## config.mk

```make
export PLATFORM = sky130hd
export DESIGN_NAME = busArbRequester
export DESIGN_NICKNAME = d
export VERILOG_FILES = /design/src/rtl/busArbPkg.sv /design/src/rtl/busArbSync.sv /design/src/rtl/busArbCtrl.sv /design/src/rtl/busArbPath.sv /design/src/rtl/busArbRequester.sv
export SDC_FILE = /design/constraint.sdc
export NUM_CORES = 1
export LEC_CHECK = 0
export BUFFER_PORTS_ARGS = -buffer_cell sky130_fd_sc_hd__buf_2
export CAP_MARGIN = 15
export CORE_AREA = 4 4 41 43
export CTS_CLUSTER_DIAMETER = 100
export DETAILED_ROUTE_END_ITERATION = 6
export DIE_AREA = 0 0 45 47
export SYNTH_ARGS = -nofsm -noshare
export SYNTH_HDL_FRONTEND = slang
export SYNTH_SLANG_ARGS = --single-unit
```

## constraint.sdc

```tcl
create_clock -name clk -period 1.5 [get_ports clk]
set_clock_uncertainty 0.15 [all_clocks]
set_input_delay 0.3 -clock clk [delete_from_list [all_inputs] [get_ports clk]]
set_output_delay 0.3 -clock clk [all_outputs]
set_load 0.02 [all_outputs]
```

## src/rtl/busArbPkg.sv

```systemverilog
package busArbPkg;

  typedef enum logic [2:0] {
    ST_IDLE,
    ST_REQUEST,
    ST_WAIT_IDLE,
    ST_OWN,
    ST_RELEASE
  } arbState_t;

  // One-cycle commands from control to the output register bank
  typedef struct packed {
    logic setBr;
    logic clrBr;
    logic setDir;
    logic clrDir;
    logic setGack;
    logic clrGack;
  } arbStrobes_t;

  localparam int unsigned SYNC_LINES = 4;

endpackage

```

## src/rtl/busArbSync.sv

```systemverilog
module busArbSync #(
  parameter int unsigned WIDTH  = 4,
  parameter int unsigned STAGES = 2
) (
  input  logic             clk,
  input  logic             rst,
  input  logic [WIDTH-1:0] asyncIn,
  output logic [WIDTH-1:0] syncOut
);

  localparam int unsigned LAST = STAGES - 1;

  logic [WIDTH-1:0] stageQ [STAGES];

  genvar gi;
  generate
    for (gi = 0; gi < STAGES; gi++) begin : g_stage
      if (gi == 0) begin : g_first
        always_ff @(posedge clk) begin
          if (rst) stageQ[gi] <= '1;
          else     stageQ[gi] <= asyncIn;
        end
      end else begin : g_next
        always_ff @(posedge clk) begin
          if (rst) stageQ[gi] <= '1;
          else     stageQ[gi] <= stageQ[gi-1];
        end
      end
    end
  endgenerate

  assign syncOut = stageQ[LAST];

endmodule

```

## src/rtl/busArbCtrl.sv

```systemverilog
module busArbCtrl
  import busArbPkg::*;
(
  input  logic        clk,
  input  logic        rst,
  input  logic        reqLocal,
  input  logic        doneLocal,
  input  logic        sGrantN,
  input  logic        sStrobeN,
  input  logic        sAckN,
  input  logic        sGackN,
  input  logic        dirNow,
  output arbStrobes_t stb
);

  arbState_t state, nextState;
  logic      busIdle;

  assign busIdle = sStrobeN && sAckN;

  always_ff @(posedge clk) begin
    if (rst) state <= ST_IDLE;
    else     state <= nextState;
  end

  always_comb begin
    nextState = state;
    stb       = '0;
    unique case (state)
      ST_IDLE: begin
        if (reqLocal && sGackN) begin
          stb.setBr = 1'b1;
          nextState = ST_REQUEST;
        end
      end
      ST_REQUEST: begin
        if (!sGrantN) nextState = ST_WAIT_IDLE;
      end
      ST_WAIT_IDLE: begin
        if (dirNow) begin
          stb.setGack = 1'b1;
          stb.clrBr   = 1'b1;
          nextState   = ST_OWN;
        end else if (busIdle) begin
          stb.setDir = 1'b1;
        end
      end
      ST_OWN: begin
        if (doneLocal) begin
          stb.clrGack = 1'b1;
          nextState   = ST_RELEASE;
        end
      end
      ST_RELEASE: begin
        stb.clrDir = 1'b1;
        if (sGrantN) nextState = ST_IDLE;
      end
      default: nextState = ST_IDLE;
    endcase
  end


  foreign_master_hold_chk: assert property (@(posedge clk) disable iff (rst)
    (state == ST_IDLE && !sGackN) |=> (state == ST_IDLE));


  idle_bus_before_flip_chk: assert property (@(posedge clk) disable iff (rst)
    $rose(dirNow) |-> $past(sStrobeN && sAckN));


  release_hold_chk: assert property (@(posedge clk) disable iff (rst)
    (state == ST_RELEASE && !sGrantN) |=> (state == ST_RELEASE));

endmodule

```

## src/rtl/busArbPath.sv

```systemverilog
module busArbPath
  import busArbPkg::*;
(
  input  logic        clk,
  input  logic        rst,
  input  arbStrobes_t stb,
  output logic        brDrv,
  output logic        gackDrv,
  output logic        dirReg
);

  always_ff @(posedge clk) begin
    if (rst) begin
      brDrv   <= 1'b0;
      gackDrv <= 1'b0;
      dirReg  <= 1'b0;
    end else begin
      if (stb.setBr)        brDrv   <= 1'b1;
      else if (stb.clrBr)   brDrv   <= 1'b0;
      if (stb.setGack)      gackDrv <= 1'b1;
      else if (stb.clrGack) gackDrv <= 1'b0;
      if (stb.setDir)       dirReg  <= 1'b1;
      else if (stb.clrDir)  dirReg  <= 1'b0;
    end
  end


  reset_release_chk: assert property (@(posedge clk)
    rst |=> (!brDrv && !gackDrv && !dirReg));


  dir_before_gack_chk: assert property (@(posedge clk) disable iff (rst)
    $rose(gackDrv) |-> (dirReg && $past(dirReg)));


  no_req_while_owned_chk: assert property (@(posedge clk) disable iff (rst)
    gackDrv |-> !brDrv);


  dir_after_release_chk: assert property (@(posedge clk) disable iff (rst)
    $fell(gackDrv) |=> !dirReg);

endmodule

```

## src/rtl/busArbRequester.sv

```systemverilog
module busArbRequester
  import busArbPkg::*;
#(
  parameter int unsigned SYNC_STAGES = 2
) (
  input  logic clk,
  input  logic rst,
  input  logic reqLocal,
  input  logic doneLocal,
  input  logic grantInN,
  input  logic strobeInN,
  input  logic ackInN,
  input  logic gackInN,
  output logic brDriveLow,
  output logic gackDriveLow,
  output logic busOwned,
  output logic xcvrToCpu
);

  logic [SYNC_LINES-1:0] rawIn, syncIn;
  arbStrobes_t           stb;
  logic                  dirReg, gackDrv, brDrv;

  assign rawIn = {gackInN, ackInN, strobeInN, grantInN};

  busArbSync #(.WIDTH(SYNC_LINES), .STAGES(SYNC_STAGES)) u_sync (
    .clk     (clk),
    .rst     (rst),
    .asyncIn (rawIn),
    .syncOut (syncIn)
  );

  busArbCtrl u_ctrl (
    .clk       (clk),
    .rst       (rst),
    .reqLocal  (reqLocal),
    .doneLocal (doneLocal),
    .sGrantN   (syncIn[0]),
    .sStrobeN  (syncIn[1]),
    .sAckN     (syncIn[2]),
    .sGackN    (syncIn[3]),
    .dirNow    (dirReg),
    .stb       (stb)
  );

  busArbPath u_path (
    .clk     (clk),
    .rst     (rst),
    .stb     (stb),
    .brDrv   (brDrv),
    .gackDrv (gackDrv),
    .dirReg  (dirReg)
  );

  assign brDriveLow   = brDrv;
  assign gackDriveLow = gackDrv;
  assign busOwned     = gackDrv;
  assign xcvrToCpu    = dirReg;


  owned_matches_gack_chk: assert property (@(posedge clk) disable iff (rst)
    busOwned == gackDriveLow);

endmodule

```

==> flow_metrics.env <==
export IMPL_grt_max_degree=16
export IMPL_syn_inst=52
export IMPL_slew_violations=0
export IMPL_antenna_found_initial=0
export IMPL_chipWidth_um=45
export IMPL_dr_pass1_iters=2
export IMPL_ir_worst_vdd_mv=0.476
export IMPL_fin_setup_tns_ps=0
export IMPL_synth_most_common_cell="dfxtp_1"
export IMPL_multi_input_area_um2=194
export IMPL_via_count=382
export IMPL_max_stage_delay_ps=380
export IMPL_cp_required_ps=1050
export IMPL_start_util_pct=39.1
export IMPL_ctsResizeCount=0
export IMPL_yosys_warnings=0
export IMPL_synth_main_ff_cell="dfxtp_1"
export IMPL_path_delay_family="flip-flops"
export IMPL_clk_pin_slew_worst_paths_ps=80
export IMPL_diodes=0
export IMPL_p_per_area_mw_per_mm2=1210
export IMPL_post_drt_wl_per_cell_um=10.3
export IMPL_drtIter0Drc=3
export IMPL_met3_length_um=61
export IMPL_synth_edf_count=0
export IMPL_overflow=0
export IMPL_cp_slowest_cell="dfxtp_1"
export IMPL_slew_headroom_pct=81.8
export IMPL_rows=13
export IMPL_yosys_area_top_type="dfxtp_1"
export IMPL_die_area_mm2=0.00212
export IMPL_drc=0
export IMPL_path_buf_inv=1
export IMPL_ant_nets=0
export IMPL_period_share_pct=85.9
export IMPL_synth_seq_area_share_pct=55.0
export IMPL_critical_path_class="flip-flop to primary output"
export IMPL_postCtsHoldBufs=0
export IMPL_finalWeightedCongestion=0.753
export IMPL_ys_async_sr_fraction_pct=0
export IMPL_start_kind="flip-flop"
export IMPL_synth_common_cells="14 x dfxtp_1, 8 x or2_2, 7 x a21oi_1"
export IMPL_endpoint_kind="primary output"
export IMPL_layout_min_cycle_time_ps=1290
export IMPL_highest_signal_layer="met4"
export IMPL_port_buffer_count=11
export IMPL_worstSkewPairLatency_ps=270
export IMPL_fin_nets=72
export IMPL_synth_distinct_cells=23
export IMPL_grt_first_pass_wirelength_um=1360
export IMPL_n_fill_cell=141
export IMPL_drt_met1_wl_um=384
export IMPL_dpl_hpwl_um=568
export IMPL_ios=12
export IMPL_drive_above_1_share_pct=39.7
export IMPL_synth_avg_cell_area_um2=9.79
export IMPL_cts_made_buffers=3
export IMPL_coreArea_mm2=0.00130
export IMPL_final_setup_viol_count=0
export IMPL_ys_top_cells_by_area="dfxtp_1 55%, or2_2 9.8%, a21oi_1 6.9%, a31o_2 3.4%, buf_6 2.2%"
export IMPL_whs_ps=51.0
export IMPL_cts_root_buf="clkbuf_4"
export IMPL_hold_path_class="input port to flip-flop"
export IMPL_drv_cap=0
export IMPL_fmax_mhz=777
export IMPL_drt_total_wl_um=801
export IMPL_synth_nets=60
export IMPL_area_growth_pct=16.2
export IMPL_clkSinkCount=14
export IMPL_rsz0062_at_grt="false"
export IMPL_fin_area_um2=592
export IMPL_cp_arrival_ps=840
export IMPL_power_leakage_nw=0.245
export IMPL_cts_tree="built"
export IMPL_grt_pass1_vias=334
export IMPL_path_max_fanout=4
export IMPL_grt_usage_pct=9.37
export IMPL_cts_setup_buffers=0
export IMPL_synth_top_area_share_pct=55.0
export IMPL_hold_viol=0
export IMPL_route_met2_wl_um=348
export IMPL_die_y_um=47
export IMPL_via_per_inst=4.90
export IMPL_ys_ff_latch=14
export IMPL_clk_path_buf_depth=2
export IMPL_worstMarginPinSlew_ps=272
export IMPL_cts_max_level=1
export IMPL_final_seq_area_um2=280
export IMPL_place_area_um2=556
export IMPL_synth_area_um2=509
export IMPL_status="complete, no violations"
export IMPL_cp_cell_sequence="buf_2"
[metrics by stage]
| stage | setup slack [ps] | power [mW] | std cells | util (%) |
|---|---|---|---|---|
| after global routing | 150 | 0.762 | 78 | 45.5 |
| final | 212 | 0.714 | 78 | 45.5 |
| after global placement | 297 | 0.459 | 74 | 42.7 |
| after detailed placement | 266 | 0.460 | 74 | 42.7 |
| after floorplan | 325 | 0.446 | 52 | - |
| after CTS | 188 | 0.728 | 78 | 45.5 |
[flip-flops by register name, summed over array words and instances, names as in the netlist]
register	count
u_path.gackDrv	1
u_path.dirReg	1
u_ctrl.state	3
u_sync.stageQ	8
u_path.brDrv	1
[cell families after synthesis]
logic type             synth area share, %
buffers and inverters                 6.88
and+or+nand+nor                       23.6
DFF                                   55.0
AOI/OAI and AO/OA                     14.5
[worst paths after layout]
kind | from | endpoint | slack, ps | depth (start not counted)
setup reg to reg | u_ctrl.state[0]$_SDFFE_PP0P_ | u_path.brDrv$_SDFFE_PP0P_ | 250 | 3
hold reg to reg | u_sync.stageQ[0][1]$_SDFF_PP1_ | u_sync.stageQ[1][1]$_SDFF_PP1_ | 260 | 1
setup / recovery | u_path.dirReg$_SDFFE_PP0P_ | xcvrToCpu | 210 | 1
hold / removal | ackInN | u_sync.stageQ[0][2]$_SDFF_PP1_ | 50 | 2
[power by group]
part           switching (mW)  internal [mW]  leakage [nW]
sequential             0.0121          0.388         0.115
clock                   0.116          0.147        0.0210
combinational          0.0228         0.0275         0.108
[metal layers]
layer / up-vias / track usage, %
met1: 170 / 9.47
met5: - / 0
met2: 11 / 15.0
met4: 0 / 5.26
met3: 2 / 5.75
li1: 199 / -
[cell type report]
class / count / share of cell area [%]
well taps: 15 / 3.17
repair buffers: 11 / 9.30
inverters: 2 / 1.27
clock buffers: 4 / 6.13
flip-flops and latches: 14 / 47.4
multi-input cells: 32 / 32.8
[cells in the final DEF (no fill, tap or decap), drive strengths merged]
cell	netlist	final
dfxtp	14	14
buf	3	11
or2	8	8
a21oi	7	7
clkbuf	1	4
inv	2	2
a31o	2	2
nand3	2	2
nor2b	1	1
nor2	1	1
and3b	1	1
o211ai	1	1
o41ai	1	1
nand2b	1	1
or3	1	1
nand4	1	1
o21ai	1	1
and3	1	1
nand2	1	1
nor3b	1	1
nor3	1	1
No activity file was read; power rests on OpenSTA's default activity.
